<file path="config.mk">
export PLATFORM = sky130hd
export DESIGN_NAME = ivring_consumer
export DESIGN_NICKNAME = d
export VERILOG_FILES = /design/src/rtl/ivr_pkg.sv /design/src/rtl/ivr_gather.sv /design/src/rtl/ivr_decode.sv /design/src/rtl/ivr_publish.sv /design/src/rtl/ivring_consumer.sv
export SDC_FILE = /design/constraint.sdc
export NUM_CORES = 1
export LEC_CHECK = 0
export CAP_MARGIN = 20
export CORE_ASPECT_RATIO = 1.5
export CORE_MARGIN = 1.5
export CORE_UTILIZATION = 56
export DETAILED_ROUTE_END_ITERATION = 12
export DONT_BUFFER_PORTS = 1
export HOLD_SLACK_MARGIN = 0.1
export PLACE_DENSITY = 0.74
export SETUP_SLACK_MARGIN = 0.02
export SYNTH_ARGS = -nofsm -noshare
export SYNTH_HDL_FRONTEND = slang
export SYNTH_SLANG_ARGS = --single-unit
</file>
<file path="constraint.sdc">
create_clock -name clk -period 1.8 [get_ports clk]
set_input_delay 0.09 -clock clk [delete_from_list [all_inputs] [get_ports clk]]
set_output_delay 0.09 -clock clk [all_outputs]
set_load 0.03 [all_outputs]
</file>
<file path="src/rtl/ivr_pkg.sv">
package ivr_pkg;
  localparam int ENTRY_BYTES = 16;
  localparam logic [7:0] FAULT_SRC_LO = 8'd146;
  localparam logic [7:0] FAULT_SRC_HI = 8'd147;
  localparam logic [7:0] LEGACY_CLIENT = 8'd0;

  typedef enum logic [2:0] {
    S_IDLE, S_FETCH, S_CHECK, S_READ, S_DECIDE, S_CRED, S_EMIT, S_PUB
  } ivr_state_t;

  typedef struct packed {
    logic [7:0]  client;
    logic [7:0]  src_id;
    logic [27:0] src_data;
    logic [7:0]  ring_id;
    logic [7:0]  vmid;
    logic [15:0] pasid;
  } iv_fields_t;
endpackage

</file>
<file path="src/rtl/ivr_gather.sv">
module ivr_gather #(
  parameter int AW = 6
) (
  input  logic          clk,
  input  logic          rst,
  input  logic          start,
  input  logic [AW-1:0] base,
  output logic          rd_en,
  output logic [AW-1:0] rd_addr,
  input  logic [31:0]   rd_data,
  output logic [31:0]   w0,
  output logic [31:0]   w1,
  output logic [31:0]   w2,
  output logic          done
);
  logic       issuing;
  logic [1:0] cnt;
  logic       cap_v;
  logic [1:0] cap_i;

  assign rd_en   = issuing;
  assign rd_addr = base + AW'(cnt);

  always_ff @(posedge clk) begin
    if (rst) begin
      issuing <= 1'b0;
      cnt     <= 2'd0;
      cap_v   <= 1'b0;
      cap_i   <= 2'd0;
      done    <= 1'b0;
    end else begin
      done  <= 1'b0;
      cap_v <= issuing;
      cap_i <= cnt;
      if (start) begin
        issuing <= 1'b1;
        cnt     <= 2'd0;
      end else if (issuing) begin
        if (cnt == 2'd2) issuing <= 1'b0;
        else             cnt <= cnt + 2'd1;
      end
      if (cap_v && cap_i == 2'd2) done <= 1'b1;
    end
  end

  always_ff @(posedge clk) begin
    if (cap_v) begin
      case (cap_i)
        2'd0:    w0 <= rd_data;
        2'd1:    w1 <= rd_data;
        default: w2 <= rd_data;
      endcase
    end
  end

  // reads come in one burst of three consecutive word indexes
  a_r2_burst: assert property (@(posedge clk) disable iff (rst)
    (rd_en && $past(rd_en) && !start) |-> rd_addr == $past(rd_addr) + AW'(1));
endmodule

</file>
<file path="src/rtl/ivr_decode.sv">
module ivr_decode import ivr_pkg::*; (
  input  logic [31:0] w0,
  input  logic [31:0] w1,
  input  logic [31:0] w2,
  output iv_fields_t  fld,
  output logic        is_fault,
  output logic        need_credit
);
  always_comb begin
    fld.client   = LEGACY_CLIENT;
    fld.src_id   = w0[7:0];
    fld.src_data = w1[27:0];
    fld.ring_id  = w2[7:0];
    fld.vmid     = w2[15:8];
    fld.pasid    = w2[31:16];
  end

  assign is_fault    = (fld.src_id == FAULT_SRC_LO) || (fld.src_id == FAULT_SRC_HI);
  assign need_credit = is_fault && (fld.pasid != 16'd0);
endmodule

</file>
<file path="src/rtl/ivr_publish.sv">
module ivr_publish #(
  parameter int BW = 8,
  parameter bit USE_DOORBELL = 1'b1
) (
  input  logic          clk,
  input  logic          rst,
  input  logic          go,
  input  logic [BW-1:0] val,
  output logic          db_wr,
  output logic          shadow_wr,
  output logic          reg_wr,
  output logic [31:0]   ptr_out
);
  always_ff @(posedge clk) begin
    if (rst)     ptr_out <= 32'd0;
    else if (go) ptr_out <= 32'(val);
  end

  generate
    if (USE_DOORBELL) begin : g_doorbell
      logic db_q;
      always_ff @(posedge clk) begin
        if (rst) db_q <= 1'b0;
        else     db_q <= go;
      end
      assign db_wr     = db_q;
      assign shadow_wr = db_q;
      assign reg_wr    = 1'b0;
    end else begin : g_register
      logic rg_q;
      always_ff @(posedge clk) begin
        if (rst) rg_q <= 1'b0;
        else     rg_q <= go;
      end
      assign db_wr     = 1'b0;
      assign shadow_wr = 1'b0;
      assign reg_wr    = rg_q;
    end
  endgenerate

  // the published value is the pointer captured on the request
  a_r8_value: assert property (@(posedge clk) disable iff (rst)
    go |=> ptr_out == 32'($past(val)));
  a_r8_excl: assert property (@(posedge clk) disable iff (rst)
    !(reg_wr && db_wr));
endmodule

</file>
<file path="src/rtl/ivring_consumer.sv">
module ivring_consumer import ivr_pkg::*; #(
  parameter int RING_BYTES = 256,
  parameter bit USE_DOORBELL = 1'b1,
  localparam int BW = $clog2(RING_BYTES),
  localparam int AW = BW - 2
) (
  input  logic          clk,
  input  logic          rst,
  input  logic          kick,
  input  logic [31:0]   wptr_word,
  output logic          ovf_clr,
  output logic          mem_rd_en,
  output logic [AW-1:0] mem_rd_addr,
  input  logic [31:0]   mem_rd_data,
  output logic          credit_req,
  output logic [15:0]   credit_pasid,
  input  logic          credit_ack,
  input  logic          credit_ok,
  output logic          iv_valid,
  input  logic          iv_ready,
  output logic [7:0]    iv_client,
  output logic [7:0]    iv_src_id,
  output logic [27:0]   iv_src_data,
  output logic [7:0]    iv_ring_id,
  output logic [7:0]    iv_vmid,
  output logic [15:0]   iv_pasid,
  output logic          db_wr,
  output logic          shadow_wr,
  output logic          reg_wr,
  output logic [31:0]   rptr_out
);
  localparam logic [BW-1:0] STEP = BW'(ENTRY_BYTES);

  ivr_state_t    state;
  logic [BW-1:0] rptr, wp, wp_strip;
  logic          again;
  logic [31:0]   w0, w1, w2;
  logic          gather_done, gather_start;
  iv_fields_t    fld;
  logic          is_fault, need_credit;

  // flag bit removed, pointer reduced to ring size
  assign wp_strip     = {wptr_word[BW-1:1], 1'b0};
  assign gather_start = (state == S_CHECK) && (rptr != wp);

  ivr_gather #(.AW(AW)) u_gather (
    .clk(clk), .rst(rst), .start(gather_start), .base(rptr[BW-1:2]),
    .rd_en(mem_rd_en), .rd_addr(mem_rd_addr), .rd_data(mem_rd_data),
    .w0(w0), .w1(w1), .w2(w2), .done(gather_done)
  );

  ivr_decode u_decode (
    .w0(w0), .w1(w1), .w2(w2), .fld(fld),
    .is_fault(is_fault), .need_credit(need_credit)
  );

  ivr_publish #(.BW(BW), .USE_DOORBELL(USE_DOORBELL)) u_publish (
    .clk(clk), .rst(rst), .go(state == S_PUB), .val(rptr),
    .db_wr(db_wr), .shadow_wr(shadow_wr), .reg_wr(reg_wr), .ptr_out(rptr_out)
  );

  always_ff @(posedge clk) begin
    if (rst) begin
      state   <= S_IDLE;
      rptr    <= '0;
      wp      <= '0;
      again   <= 1'b0;
      ovf_clr <= 1'b0;
    end else begin
      ovf_clr <= 1'b0;
      case (state)
        S_IDLE: if (kick) begin
          state <= S_FETCH;
          again <= 1'b0;
        end
        S_FETCH: begin
          wp <= wp_strip;
          if (wptr_word[0]) begin
            rptr    <= wp_strip + STEP;
            ovf_clr <= 1'b1;
          end
          state <= S_CHECK;
        end
        S_CHECK: begin
          if (rptr == wp) state <= again ? S_IDLE : S_PUB;
          else begin
            again <= 1'b0;
            state <= S_READ;
          end
        end
        S_READ:   if (gather_done) state <= S_DECIDE;
        S_DECIDE: state <= need_credit ? S_CRED : S_EMIT;
        S_CRED: if (credit_ack) begin
          if (credit_ok) state <= S_EMIT;
          else begin
            rptr  <= rptr + STEP;
            state <= S_CHECK;
          end
        end
        S_EMIT: if (iv_ready) begin
          rptr  <= rptr + STEP;
          state <= S_CHECK;
        end
        default: begin
          again <= 1'b1;
          state <= S_FETCH;
        end
      endcase
    end
  end

  assign credit_req   = (state == S_CRED);
  assign credit_pasid = fld.pasid;
  assign iv_valid     = (state == S_EMIT);
  assign iv_client    = fld.client;
  assign iv_src_id    = fld.src_id;
  assign iv_src_data  = fld.src_data;
  assign iv_ring_id   = fld.ring_id;
  assign iv_vmid      = fld.vmid;
  assign iv_pasid     = fld.pasid;

  a_r9_hold: assert property (@(posedge clk) disable iff (rst)
    (iv_valid && !iv_ready) |=> iv_valid && $stable(fld));
  a_r10_req_hold: assert property (@(posedge clk) disable iff (rst)
    (credit_req && !credit_ack) |=> credit_req && $stable(credit_pasid));
  a_r3_req_fault: assert property (@(posedge clk) disable iff (rst)
    credit_req |-> is_fault && credit_pasid != 16'd0);
  a_r5_step: assert property (@(posedge clk) disable iff (rst)
    (iv_valid && iv_ready) |=> rptr == BW'($past(rptr) + STEP));
  a_r7_ovf_jump: assert property (@(posedge clk) disable iff (rst)
    ovf_clr |-> rptr == BW'({$past(wptr_word[BW-1:1]), 1'b0} + STEP));
  a_r6_nonempty: assert property (@(posedge clk) disable iff (rst)
    iv_valid |-> rptr != wp);
endmodule

</file>
; ---- Yosys cells after proc, flatten, opt, wreduce, memory -nomap -nowiden
; Index checks and enable logic that the tools add are counted.
[word_totals]
register_bits = 104
output_inout_bits = 137
[classes]
muxes = 22
bitwise_logic = 4
n_addsub = 4
reduce_logical = 19
eq_ne = 21
[op_table]
columns = cell, n
row1 = 8-bit 2-to-1 mux, 4
row2 = 8-bit case mux with 3 select lines, 1
row3 = 3-bit 2-to-1 mux, 7
row4 = 3-bit case mux with 7 select lines, 1
row5 = "8-bit by 5-bit adder with 8-bit output, second input constant", 2
row6 = "8-bit equality test, second input constant", 2
row7 = 16-bit nonzero test, 1
row8 = "3-bit equality test, second input constant", 4
row9 = 8-bit equality test, 1
row10 = "2-bit inequality test, second input constant", 4
row11 = 8-bit inequality test, 1
row12 = 2-bit AND reduction, 4
row13 = 1-bit 2-to-1 mux, 7
row14 = 6-bit by 2-bit adder with 6-bit output, 1
row15 = "3-bit by 2-bit equality test with 1-bit output, second input constant", 2
row16 = "2-bit by 1-bit inequality test with 1-bit output, second input constant", 3
row17 = 2-bit OR reduction, 3
row18 = 5-bit AND reduction, 1
row19 = 5-bit OR reduction, 1
row20 = "2-bit equality test, second input constant", 2
row21 = 1-bit inverter, 4
row22 = 4-bit AND reduction, 1
row23 = "3-bit by 1-bit equality test with 1-bit output, second input constant", 1
row24 = 1-bit logical AND, 3
row25 = 9 further kinds, 9

; ---- Logic depth before layout (Yosys ltp)
; Gate-level depths: netlist of run 1.
[depth]
depth_word = 5
ltp_mapped = 7
ltp_nobuf = 6

; ---- Hierarchy
; From an unflattened synthesis of run 1, not the netlist that was laid out.
[hier_totals]
cells_unflattened = 429
hier_area_um2 = 5635.4
[by_module_without_submodules]
columns = mod, area_each_um2, cells_each, n_inst
row1 = ivr_gather, 3244.4, 130, 1
row2 = ivring_consumer, 1233.7, 158, 1
row3 = ivr_decode, 645.6, 86, 1
row4 = ivr_publish, 511.7, 55, 1

; ---- Worst setup path before layout of run 1
; OpenSTA, ideal clock, no wires.
[synth_timing]
path_type = register to register
startpoint = register state[1]
endpoint = register rptr[7]
arrival_ns = 1.986
setup_slack_ns = -0.320
stages_incl_launch_ff = 7
cell_sequence = dfxtp_1 -> buf_2 -> inv_1 -> nor3b_1 -> o21a_1 -> mux2i_1 -> a31oi_1
[synth_between]
elab_chain_cells = 3
[synth_lines]
columns = element, line_no
row1 = start: declaration, ivring_consumer.sv:34  ; ivr_state_t state;
row2 = start signal: assignment, ivring_consumer.sv:85  ; if (rptr == wp) state <= again ? S_IDLE : S_PUB;
row3 = start signal: assignment, ivring_consumer.sv:92  ; S_DECIDE: state <= need_credit ? S_CRED : S_EMIT;
row4 = 3-bit equality test *, -
row5 = via iv_valid, ivring_consumer.sv:19  ; output logic iv_valid,
row6 = 2-bit by 1-bit inequality test with 1-bit output (no line) / 3-bit nonzero test (equally long branches), -
row7 = 5-bit AND reduction (no line), -
row8 = end signal: assignment, ivring_consumer.sv:79  ; rptr <= wp_strip + STEP;
row9 = end signal: assignment, ivring_consumer.sv:96  ; rptr <= rptr + STEP;
row10 = end signal: assignment, ivring_consumer.sv:101  ; rptr <= rptr + STEP;
row11 = end: declaration, ivring_consumer.sv:35  ; logic [BW-1:0] rptr, wp, wp_strip;
; The timed path passes the listed nets; every way through them passes the cells marked *.
; A chain may end at the register's enable or synchronous reset.

; ---- Worst setup path after layout of run 1
[layout_timing]
startpoint = register u_gather.cnt[1]
endpoint = output mem_rd_addr[5]
[layout_between]
elab_chain_cells = 1
[layout_lines]
columns = element, line_no
row1 = start: declaration, ivr_gather.sv:17  ; logic [1:0] cnt;
row2 = start signal: assignment, ivr_gather.sv:40  ; else cnt <= cnt + 2'd1;
row3 = 6-bit by 2-bit adder with 6-bit output, ivr_gather.sv:22  ; assign rd_addr = base + AW'(cnt);
row4 = end: declaration, ivring_consumer.sv:13  ; output logic [AW-1:0] mem_rd_addr,
; Every way passes these cells.

==> results of run 1 <==
## repair_timing
action / in CTS / in global routing
buffers inserted: 4 / 0
pin swaps: 5 / 3
hold buffers: 46 / 0
endpoints found under the hold margin: 102 / 0
endpoints found under the setup margin: 4 / 10
gates resized for setup: 14 / 8
## power groups by stage
stage,Sequential [mW],Clock [mW],Combinational [mW]
floorplan,2.62,0,0.433
global placement,2.63,0,0.454
detailed placement,2.63,0,0.463
CTS,2.58,1.25,0.595
global route,2.59,1.34,0.655
finish,2.58,1.21,0.606
## cells in the mapped netlist, drive strengths merged
library cell  count  area [um2]
edfxtp           68        2042
buf              56       414.2
dfxtp            34       680.7
nor2             30       112.6
a21oi            17       85.08
nand2            15       56.30
o21ai            12       60.05
clkbuf           11       41.29
inv              10       37.54
mux2i            10       100.1
nor3b             7       52.55
xnor2             7       61.31
nand2b            6       37.54
xor2              6       60.06
nor4              5       37.53
ha                4       50.05
mux2              4       45.04
nand3             4       20.02
nand3b            4       30.03
nand4             4       31.28
nor2b             4       25.02
a211oi            2       15.01
a21o              2       16.27
a31oi             2       12.51
and2              2       12.51
nor3              2       10.01
o211ai            2       15.01
or3               2       12.51
a22o              1       8.760
a311oi            1       8.760
a41oi             1       16.27
and3b             1       8.760
conb              1       3.750
fa                1       20.02
nand4b            1       8.760
nor4bb            1       10.01
o2111ai           1       8.760
o21a              1       7.510
o22a              1       8.760
## through the flow
stage / setup TNS, ns / cell area [um2] / setup slack, ns
finish: 0 / 5160 / 0.04667
global route: -0.002786 / 5160 / -0.002786
CTS: 0 / 5122 / 0.02228
detailed placement: 0 / 4405 / 0.08821
global placement: 0 / 4405 / 0.1235
floorplan: 0 / 4413 / 0.04123
## area by class of cell
cell class / instances / area [um2] / area share [%]
sequential: 102 / 2733 / 52.96
multi-input combinational: 197 / 1275 / 24.71
timing repair buffer: 93 / 827.0 / 16.03
tap: 100 / 125.1 / 2.425
clock buffer: 9 / 123.9 / 2.401
clock inverter: 6 / 38.79 / 0.7517
inverter: 10 / 37.54 / 0.7274
## worst min path at each step
stage,slack (ns),end,start,cells after the start
floorplan,0.19,u_gather.w0[0],mem_rd_data[0],0
global placement,0.16,state[2],rst,1
detailed placement,0.16,state[2],rst,1
CTS,0.11,state[0],kick,4
global route,0.12,state[0],kick,4
finish,0.12,state[2],iv_ready,3
## layout by cell type (no fill, tap or decap), types with 3 or more instances in the layout
cell type / Yosys / final
edfxtp_1: 68 / 68
buf_4: 51 / 46
dlygate4sd3_1: 0 / 45
conb_1: 1 / 34
nor2_1: 30 / 28
dfxtp_1: 34 / 28
a21oi_1: 17 / 17
nand2_1: 15 / 14
inv_1: 10 / 10
mux2i_1: 10 / 10
o21ai_0: 11 / 10
clkbuf_8: 0 / 9
nor3b_1: 7 / 6
nand2b_1: 6 / 6
xnor2_1: 7 / 5
xor2_1: 5 / 5
dfxtp_2: 0 / 5
mux2_2: 4 / 4
nand3b_1: 4 / 4
nor2b_1: 4 / 4
nand3_1: 4 / 4
nand4_1: 3 / 3
nor4_1: 4 / 3
## cell families (layout without fill, tap and decap cells)
group	after synthesis	after routing	share of synthesized area [%]
flip-flops	102	102	63.55
AO/OA/AOI/OAI	43	43	6.133
multiplexers	14	14	3.388
other	1	34	0.08753
adder cells (fa/ha/maj)	5	5	1.636
XOR/XNOR	13	13	2.833
buffers and inverters	77	118	11.51
AND/OR/NAND/NOR	88	88	10.86
## worst min-delay path: cells and delay by family
family | cells | cell delay [ns]
compound gates | 2 | 0.32
simple gates | 1 | 0.02
## sequential cells by signal, indices dropped and copies added, names as in the netlist
register,count
u_gather.w2,32
u_gather.w1,28
u_gather.w0,8
rptr,7
u_publish.ptr_out,7
wp,7
state,3
u_gather.cap_i,2
u_gather.cnt,2
again,1
ovf_clr,1
u_gather.cap_v,1
u_gather.done,1
u_gather.rd_en,1
u_publish.db_wr,1
## metal layers
metal | vias up | track usage (%) | share of wire (%)
met3 | 18 | 7.182 | 8.0
met1 | 1329 | 21.75 | 33
met4 | 0 | 10.00 | 2.1
met2 | 144 | 42.41 | 57
li1 | 1251 | - | -
met5 | - | 0 | 0
==> results.yml, run 1 <==
timing:
  fin_crit_sh_pct: 97.41
  grt_setup_unrepaired: "yes"
  timing.hold.ws_ns: 0.1237
  final_max_slew_viol_count: 0
  fin_crit_ns: 1.753
  setup_viol: 0
  tightest_slew_ns: 0.5763
  max_freq_mhz: 570.3
  hold_viol: 0
  worst_clock_skew_ns: 0.01015
  slew-limit-headroom_pct: 61.53
clock_network:
  cts_root_buf: "clkbuf_8"
  cts_tree: "done"
  htreeDepth: 3
  clockBufferDepth: 2
  clk_latency_ns: 0.35
  cts_num_sinks: 102
  cts_buffers: 9
  clkTransAtPathRegs_ns: 0.09
final_layout:
  area_growth_pct: 20.44
  layout-drive-gt1-share_pct: 21.10
  antenna_cells: 0
  utilization_pct: 70.47
  fill_cells: 537
  layoutNonFillerInstCount: 517
  fin_nets: 488
route:
  via_count: 2742
  drt-initial-drc-count: 162
  postRouteAntennaNets: 0
  avgViaCountPerCell: 5.304
  dr.pass1.iters: 4
  wire_per_inst_um: 18.20
  drc: 0
  finalWirelength_um: 9409
pwr:
  p_per_area_nw_per_um2: 852.3
  pwr-share-seq_pct: 58.7
  internal-power_mw: 3.278
  swShare_pct: 25.46
  share_comb_of_total_power_pct: 13.8
  vdd_ir_drop_max_mv: 0.4891
  p_leak_nw: 1.920
  fin_total_pwr_mw: 4.398
  clockPowerShare_pct: 27.5
  total_switching_power_mw: 1.120
setup_path:
  reg2reg_depth: 6
  startpoint: "u_gather.cnt[1]"
  cp-start-kind: "register"
  arrival_ns: 1.66
  rrSetupSlack_ns: 0.11
  path_depth: 6
  worstSetupEndpoint: "mem_rd_addr[5]"
  cpPeakStageDelay_ns: 0.35
  critPathCaptureType: "primary output"
  r2r-start: "rptr[2]"
  cp_cell_sequence: "ha_4, a21o_1, nand2_2, nor2_2, xor2_1, buf_4"
  crit_type: "reg2out"
  crit_buf_inv: 1
  path_delay_family: "flip-flops"
  r2r_end: "state[2]"
  crit_slowest_cell: "dfxtp_2"
  crit_fanout: 3
  crit_required_ns: 1.71
placement:
  place_inst: 452
  hpwl_um: 6142
  gp_congestion: 0.8039
  io_buffers: 0
logic_synthesis:
  synthCells: 343
  postSynthAreaPerCell_um2: 12.49
  yosys_warnings: 0
  synth-seq-cells: 102
  synthDistinctLibCells: 46
  synth_area_um2: 4284
  yosysSeqAreaShare_pct: 63.55
global_route:
  grt_pass1_vias: 2778
  grt_max_degree: 34
  track_usage_pct: 22.55
  grt_pass1_wl_um: 13660
  antenna_found_initial: 0
  grt_overflow: 0
floorplanning:
  dieWidth_um: 74.42
  row_count: 38
  core_area_um2: 7322
  die-area_um2: 8195
  die-height_um: 110.1
  start_util_pct: 58.51
  pin_count: 207
run_status:
  outcome: "complete, no violations"
flow_run:
  max-cap-violations: 0
min_path:
  min_path_type: "in2reg"
Power figures use the tool's default switching activity.
==> inputs of run 2 (changes only) <==
--- a/config.mk
+++ b/config.mk
@@ -5,14 +5,14 @@
 export SDC_FILE = /design/constraint.sdc
 export NUM_CORES = 1
 export LEC_CHECK = 0
+export ABC_AREA = 1
 export CAP_MARGIN = 20
 export CORE_ASPECT_RATIO = 1.5
 export CORE_MARGIN = 1.5
-export CORE_UTILIZATION = 56
+export CORE_UTILIZATION = 25
 export DETAILED_ROUTE_END_ITERATION = 12
 export DONT_BUFFER_PORTS = 1
 export HOLD_SLACK_MARGIN = 0.1
-export PLACE_DENSITY = 0.74
 export SETUP_SLACK_MARGIN = 0.02
 export SYNTH_ARGS = -nofsm -noshare
 export SYNTH_HDL_FRONTEND = slang
==> run 2 against run 1 <==
The flow now finishes with violations (setup timing). Maximum frequency down 3.7%. Worst hold slack worse by 0.032 ns. Worst setup slack worse by 0.068 ns. First-iteration DRC count down 18%. Utilization down 39 points. Wire length up 4.6%. Largest cell class unchanged. Highest routed layer unchanged.
==> results.yml, run 2 <==
floorplanning:
  row_count: 58
  die-area_um2: 17730
  core_area_um2: 16690
  start_util_pct: 25.34
  die-height_um: 162.3
  dieWidth_um: 109.2
  pin_count: 207
timing:
  fin_crit_ns: 1.821
  worst_clock_skew_ns: 0.01008
  grt_setup_unrepaired: "yes"
  setup_viol: 2
  hold_viol: 0
  tightest_slew_ns: 0.7421
  max_freq_mhz: 549.2
  slew-limit-headroom_pct: 50.37
  fin_crit_sh_pct: 101.2
  final_max_slew_viol_count: 0
  layout_setup_ws_ns: -0.02085
pwr:
  vdd_ir_drop_max_mv: 0.6258
  p_leak_nw: 2.092
  p_per_area_nw_per_um2: 1227
  fin_total_pwr_mw: 6.542
route:
  avgViaCountPerCell: 4.241
  postRouteAntennaNets: 0
  dr.pass1.iters: 4
  finalWirelength_um: 9842
  via_count: 2803
  wire_per_inst_um: 14.89
  drc: 0
  drt-initial-drc-count: 133
logic_synthesis:
  yosysSeqAreaShare_pct: 64.36
  synthArstFlopShare_pct: 0
  synth_area_um2: 4230
  yosysMostFrequentCell: "edfxtp_1"
  synth_edf_count: 68
  synth-seq-cells: 102
  netlist.area_leader.share_pct: 48.27
  postSynthAreaPerCell_um2: 11.28
  synth_common_cells: "edfxtp_1 (68), buf_4 (54), nand2_1 (51), nor2_1 (44), dfxtp_1 (34)"
  yosysTopAreaCell: "edfxtp_1"
  yosys-top-cells-area: "edfxtp_1 (48%), dfxtp_1 (16%), buf_4 (9.6%)"
  yosys_warnings: 0
  synthDistinctLibCells: 33
  synthCells: 375
  synthFlopType: "edfxtp_1"
setup_path:
  critPathCaptureType: "primary output"
  arrival_ns: 1.73
  crit_fanout: 2
  crit_required_ns: 1.71
  cp-start-kind: "register"
  crit_type: "reg2out"
clock_network:
  cts_root_buf: "clkbuf_16"
  cts_buffers: 9
  htreeDepth: 3
  cts_num_sinks: 102
  clkTransAtPathRegs_ns: 0.08
  clockBufferDepth: 2
  cts_tree: "done"
  clk_latency_ns: 0.35
global_route:
  antenna_found_initial: 0
  grt_max_degree: 33
  grt_pass1_vias: 2853
  grt_overflow: 0
  track_usage_pct: 11.00
  grt_pass1_wl_um: 14530
final_layout:
  antenna_cells: 0
  final_common_cell: "edfxtp_1"
  final_cell_mix: "edfxtp_1 (68), nand2_1 (51), dlygate4sd3_1 (44), nor2_1 (42), buf_4 (39)"
  final_area_um2: 5330
  top_register: "u_gather.w2"
  fin_nets: 521
  largest_reg_flops: 32
  area_growth_pct: 26.00
  reg.largest.list: "u_gather.w2 (32), u_gather.w1 (28), u_gather.w0 (8)"
  layout-drive-gt1-share_pct: 18.85
min_path:
  min_path_type: "in2reg"
run_status:
  violations: "setup timing"
  outcome: "complete, but fails checks"
flow_run:
  max-cap-violations: 0
placement:
  hpwl_um: 7129
  placed_cell_area_um2: 4507
  io_buffers: 0
  gp_congestion: 0.7941
[run 2: worst paths after layout]
| check | cells after the start | slack [ns] | from | end |
|---|---|---|---|---|
| max | 6 | -0.02 | rptr[2] | mem_rd_addr[4] |
| min | 3 | 0.09 | iv_ready | state[2] |
| min reg2reg | 2 | 0.44 | u_gather.rd_en | u_gather.cap_v |
| max reg2reg | 7 | 0.12 | state[0] | wp[1] |
[run 2: what timing repair did]
action / 4_1_cts / 5_1_grt
gates resized for setup: 10 / 3
buffers inserted: 3 / 0
pin swaps: 3 / 4
hold buffers: 44 / 0
hold endpoints to repair: 89 / 0
endpoints found under the setup margin: 4 / 7
[run 2: kinds of logic (layout without fill, tap and decap cells)]
logic type,Yosys count,in the layout,synth area share (%)
other,1,34,0.08865
adders and majority gates,5,5,1.656
and+or+nand+nor,125,125,13.55
AOI/OAI and AO/OA,44,44,5.501
DFF,102,102,64.36
xor gates and xnor gates,11,11,2.277
buffers and inverters,87,130,12.57
[run 2: power by group]
group	switching (mW)	total [mW]	internal, mW
Clock	0.958	2.08	1.13
Sequential	0.192	2.87	2.68
Combinational	0.998	1.59	0.590
Total	2.15	6.54	4.39
[run 2: layout make-up]
class	count	area (um2)
multi-input combinational	219	1142
clock inverter	7	95.09
tap	210	262.8
timing repair buffer	85	764.5
fill	1701	11360
clock buffer	9	225.2
inverter	29	111.4
sequential	102	2729
[run 2: through the flow]
step | worst slack, ns | TNS (ns) | hold slack [ns] | util, % | std cells
3_5_place_dp | 0.1197 | 0 | 0.1643 | 27.00 | 598
6_report | -0.02085 | -0.02478 | 0.09201 | 31.93 | 661
3_3_place_gp | 0.1816 | 0 | 0.1621 | 27.00 | 598
5_1_grt | -0.1049 | -0.2469 | 0.1024 | 31.93 | 661
4_1_cts | -0.03368 | -0.03937 | 0.1225 | 31.89 | 661
2_1_floorplan | 0.1362 | 0 | 0.1889 | - | 408
[run 2: critical path, cell delays in order (launching register included)]
cell,delay [ns]
dfxtp_2,0.36
ha_4,0.14
inv_2,0.03
fa_2,0.36
nor2_2,0.14
xor2_1,0.16
buf_4,0.18
[run 2: metal layers]
metal | up-vias | global-route usage, % | routed length (um)
met5 | - | 0 | 0
met4 | 0 | 3.778 | 137
met3 | 14 | 3.291 | 772
met2 | 170 | 20.91 | 5426
met1 | 1314 | 11.06 | 3506
li1 | 1305 | - | -
==> inputs of run 3 (changes only) <==
--- a/config.mk
+++ b/config.mk
@@ -13,6 +13,7 @@
 export DETAILED_ROUTE_END_ITERATION = 12
 export DONT_BUFFER_PORTS = 1
 export HOLD_SLACK_MARGIN = 0.1
+export RECOVER_POWER = 100
 export SETUP_SLACK_MARGIN = 0.02
 export SYNTH_ARGS = -nofsm -noshare
 export SYNTH_HDL_FRONTEND = slang
==> run 3 against run 2 <==
The run still ends with setup timing left. Utilization fell by 0.82 points. Design area fell by 2.6%. Worst hold slack improved by 0.0057 ns. Clock skew barely moved. Largest power group unchanged. Flip-flop and latch count did not move. Sequential share of layout area rose by 1.4 points. Register-to-register slack got worse by 0.05 ns. Wire length rose by 0.69%. Via count rose by 0.32%.
==> results.yml, run 3 (synthesis results as in run 2) <==
setup_path:
  cpPeakStageDelay_ns: 0.36
  cp-start-kind: "register"
  r2r-start: "state[1]"
  startpoint: "rptr[2]"
  reg2reg_depth: 7
  crit_required_ns: 1.71
  cp_cell_sequence: "ha_4, inv_2, fa_2, nor2_2, xor2_1, buf_4"
  path_depth: 6
  critPathCaptureType: "primary output"
  arrival_ns: 1.73
  crit_fanout: 2
  path_delay_family: "adder cells"
  crit_slowest_cell: "dfxtp_2"
  crit_buf_inv: 2
  crit_type: "reg2out"
  r2r_end: "wp[1]"
  worstSetupEndpoint: "mem_rd_addr[4]"
  rrSetupSlack_ns: 0.07
floorplanning:
  start_util_pct: 25.34
  die-height_um: 162.3
  pin_count: 207
  die-area_um2: 17730
  dieWidth_um: 109.2
  core_area_um2: 16690
  row_count: 58
global_route:
  globalRouteMet3Util_pct: 3.291
  grt_use_met2_pct: 20.91
  grt_pass1_wl_um: 14530
  antenna_found_initial: 0
  track_usage_pct: 11.00
  met1_usage_pct: 11.06
  grt_max_degree: 33
  grt_overflow: 0
  grt-busiest-layer: "met2"
  grt_pass1_vias: 2853
route:
  finalWirelength_um: 9910
  avgViaCountPerCell: 4.254
  via_count: 2812
  dr.pass1.iters: 4
  postRouteAntennaNets: 0
  wire_per_inst_um: 14.99
  drt-initial-drc-count: 102
  drc: 0
placement:
  io_buffers: 0
  hpwl_um: 7129
  gp_congestion: 0.7941
  post-place-ws_ns: 0.1197
timing:
  hold_viol: 0
  final_max_slew_viol_count: 0
  max_freq_mhz: 549.1
  worst_clock_skew_ns: 0.01041
  setup_viol: 2
  fin_crit_sh_pct: 101.2
  tightest_slew_ns: 0.8969
  slew-limit-headroom_pct: 40.21
  layout_setup_ws_ns: -0.02117
  tns_ns: -0.02619
  grt_setup_unrepaired: "yes"
  fin_crit_ns: 1.821
final_layout:
  multi_input_area_um2: 1129
  area_growth_pct: 22.74
  top_register: "u_gather.w2"
  seqCellArea_um2: 2729
  antenna_cells: 0
  final_cell_mix: "edfxtp_1 (68), nand2_1 (52), dlygate4sd3_1 (44), nor2_1 (42), conb_1 (34)"
  largest_reg_flops: 32
  fill_cells: 1746
  layout-drive-gt1-share_pct: 12.42
  final_common_cell: "edfxtp_1"
  utilization_pct: 31.11
  reg.largest.list: "u_gather.w2 (32), u_gather.w1 (28), u_gather.w0 (8)"
  fin_nets: 521
clock_network:
  cts_tree: "done"
  cts_root_buf: "clkbuf_16"
  cts_num_sinks: 102
  clkTransAtPathRegs_ns: 0.08
  htreeDepth: 3
  clockBufferDepth: 2
  cts_buffers: 9
  clk_latency_ns: 0.35
pwr:
  fin_total_pwr_mw: 6.495
  p_leak_nw: 1.971
  p_per_area_nw_per_um2: 1251
  vdd_ir_drop_max_mv: 0.6233
flow_run:
  max-cap-violations: 0
run_status:
  violations: "setup timing"
  outcome: "complete, but fails checks"
min_path:
  min_path_type: "in2reg"
## run 3: final cells by class
type	count	area share (%)
Sequential cell	102	52.55
Multi-Input combinational cell	219	21.73
Timing Repair Buffer	85	12.34
Tap cell	210	5.060
Clock buffer	9	4.337
Inverter	29	2.145
Clock inverter	7	1.831
## run 3: metal layers
metal / routed length, um / up-vias
met5: 0 / -
met4: 128 / 0
met3: 862 / 12
met2: 5422 / 164
met1: 3497 / 1327
li1: - / 1309
## run 3: worst min path at each step
stage | start | to | slack (ns) | cells after the start
floorplan | mem_rd_data[0] | u_gather.w0[0] | 0.19 | 0
global placement | rst | wp[1] | 0.16 | 1
detailed placement | rst | wp[4] | 0.16 | 1
finish | iv_ready | state[2] | 0.1 | 3
global route | iv_ready | state[2] | 0.10 | 3
CTS | iv_ready | state[2] | 0.12 | 3
## run 3: power by group
group	internal (mW)	total [mW]	switching, mW
logic	0.550	1.54	0.988
registers	2.68	2.87	0.192
clock network	1.13	2.09	0.960
total	4.36	6.50	2.14
## run 3: metrics by stage
| step | hold slack, ns | std cells | instance area [um2] |
|---|---|---|---|
| 2_1_floorplan | 0.1889 | 408 | 4357 |
| 3_3_place_gp | 0.1621 | 598 | 4507 |
| 3_5_place_dp | 0.1643 | 598 | 4507 |
| 4_1_cts | 0.1225 | 661 | 5323 |
| 5_1_grt | 0.1024 | 661 | 5192 |
| 6_report | 0.09775 | 661 | 5192 |
## run 3: repair_timing
action,in CTS,in global routing
hold buffers,44,0
pin swaps,3,4
setup endpoints to repair,4,7
buffers inserted,3,0
hold endpoints to repair,89,0
resized for setup,10,3
cloned,0,0
## run 3: worst min-delay path: stages
cell and delay, ns:
nor2_1 0.05, nor2_4 0.18, a21oi_1 0.08
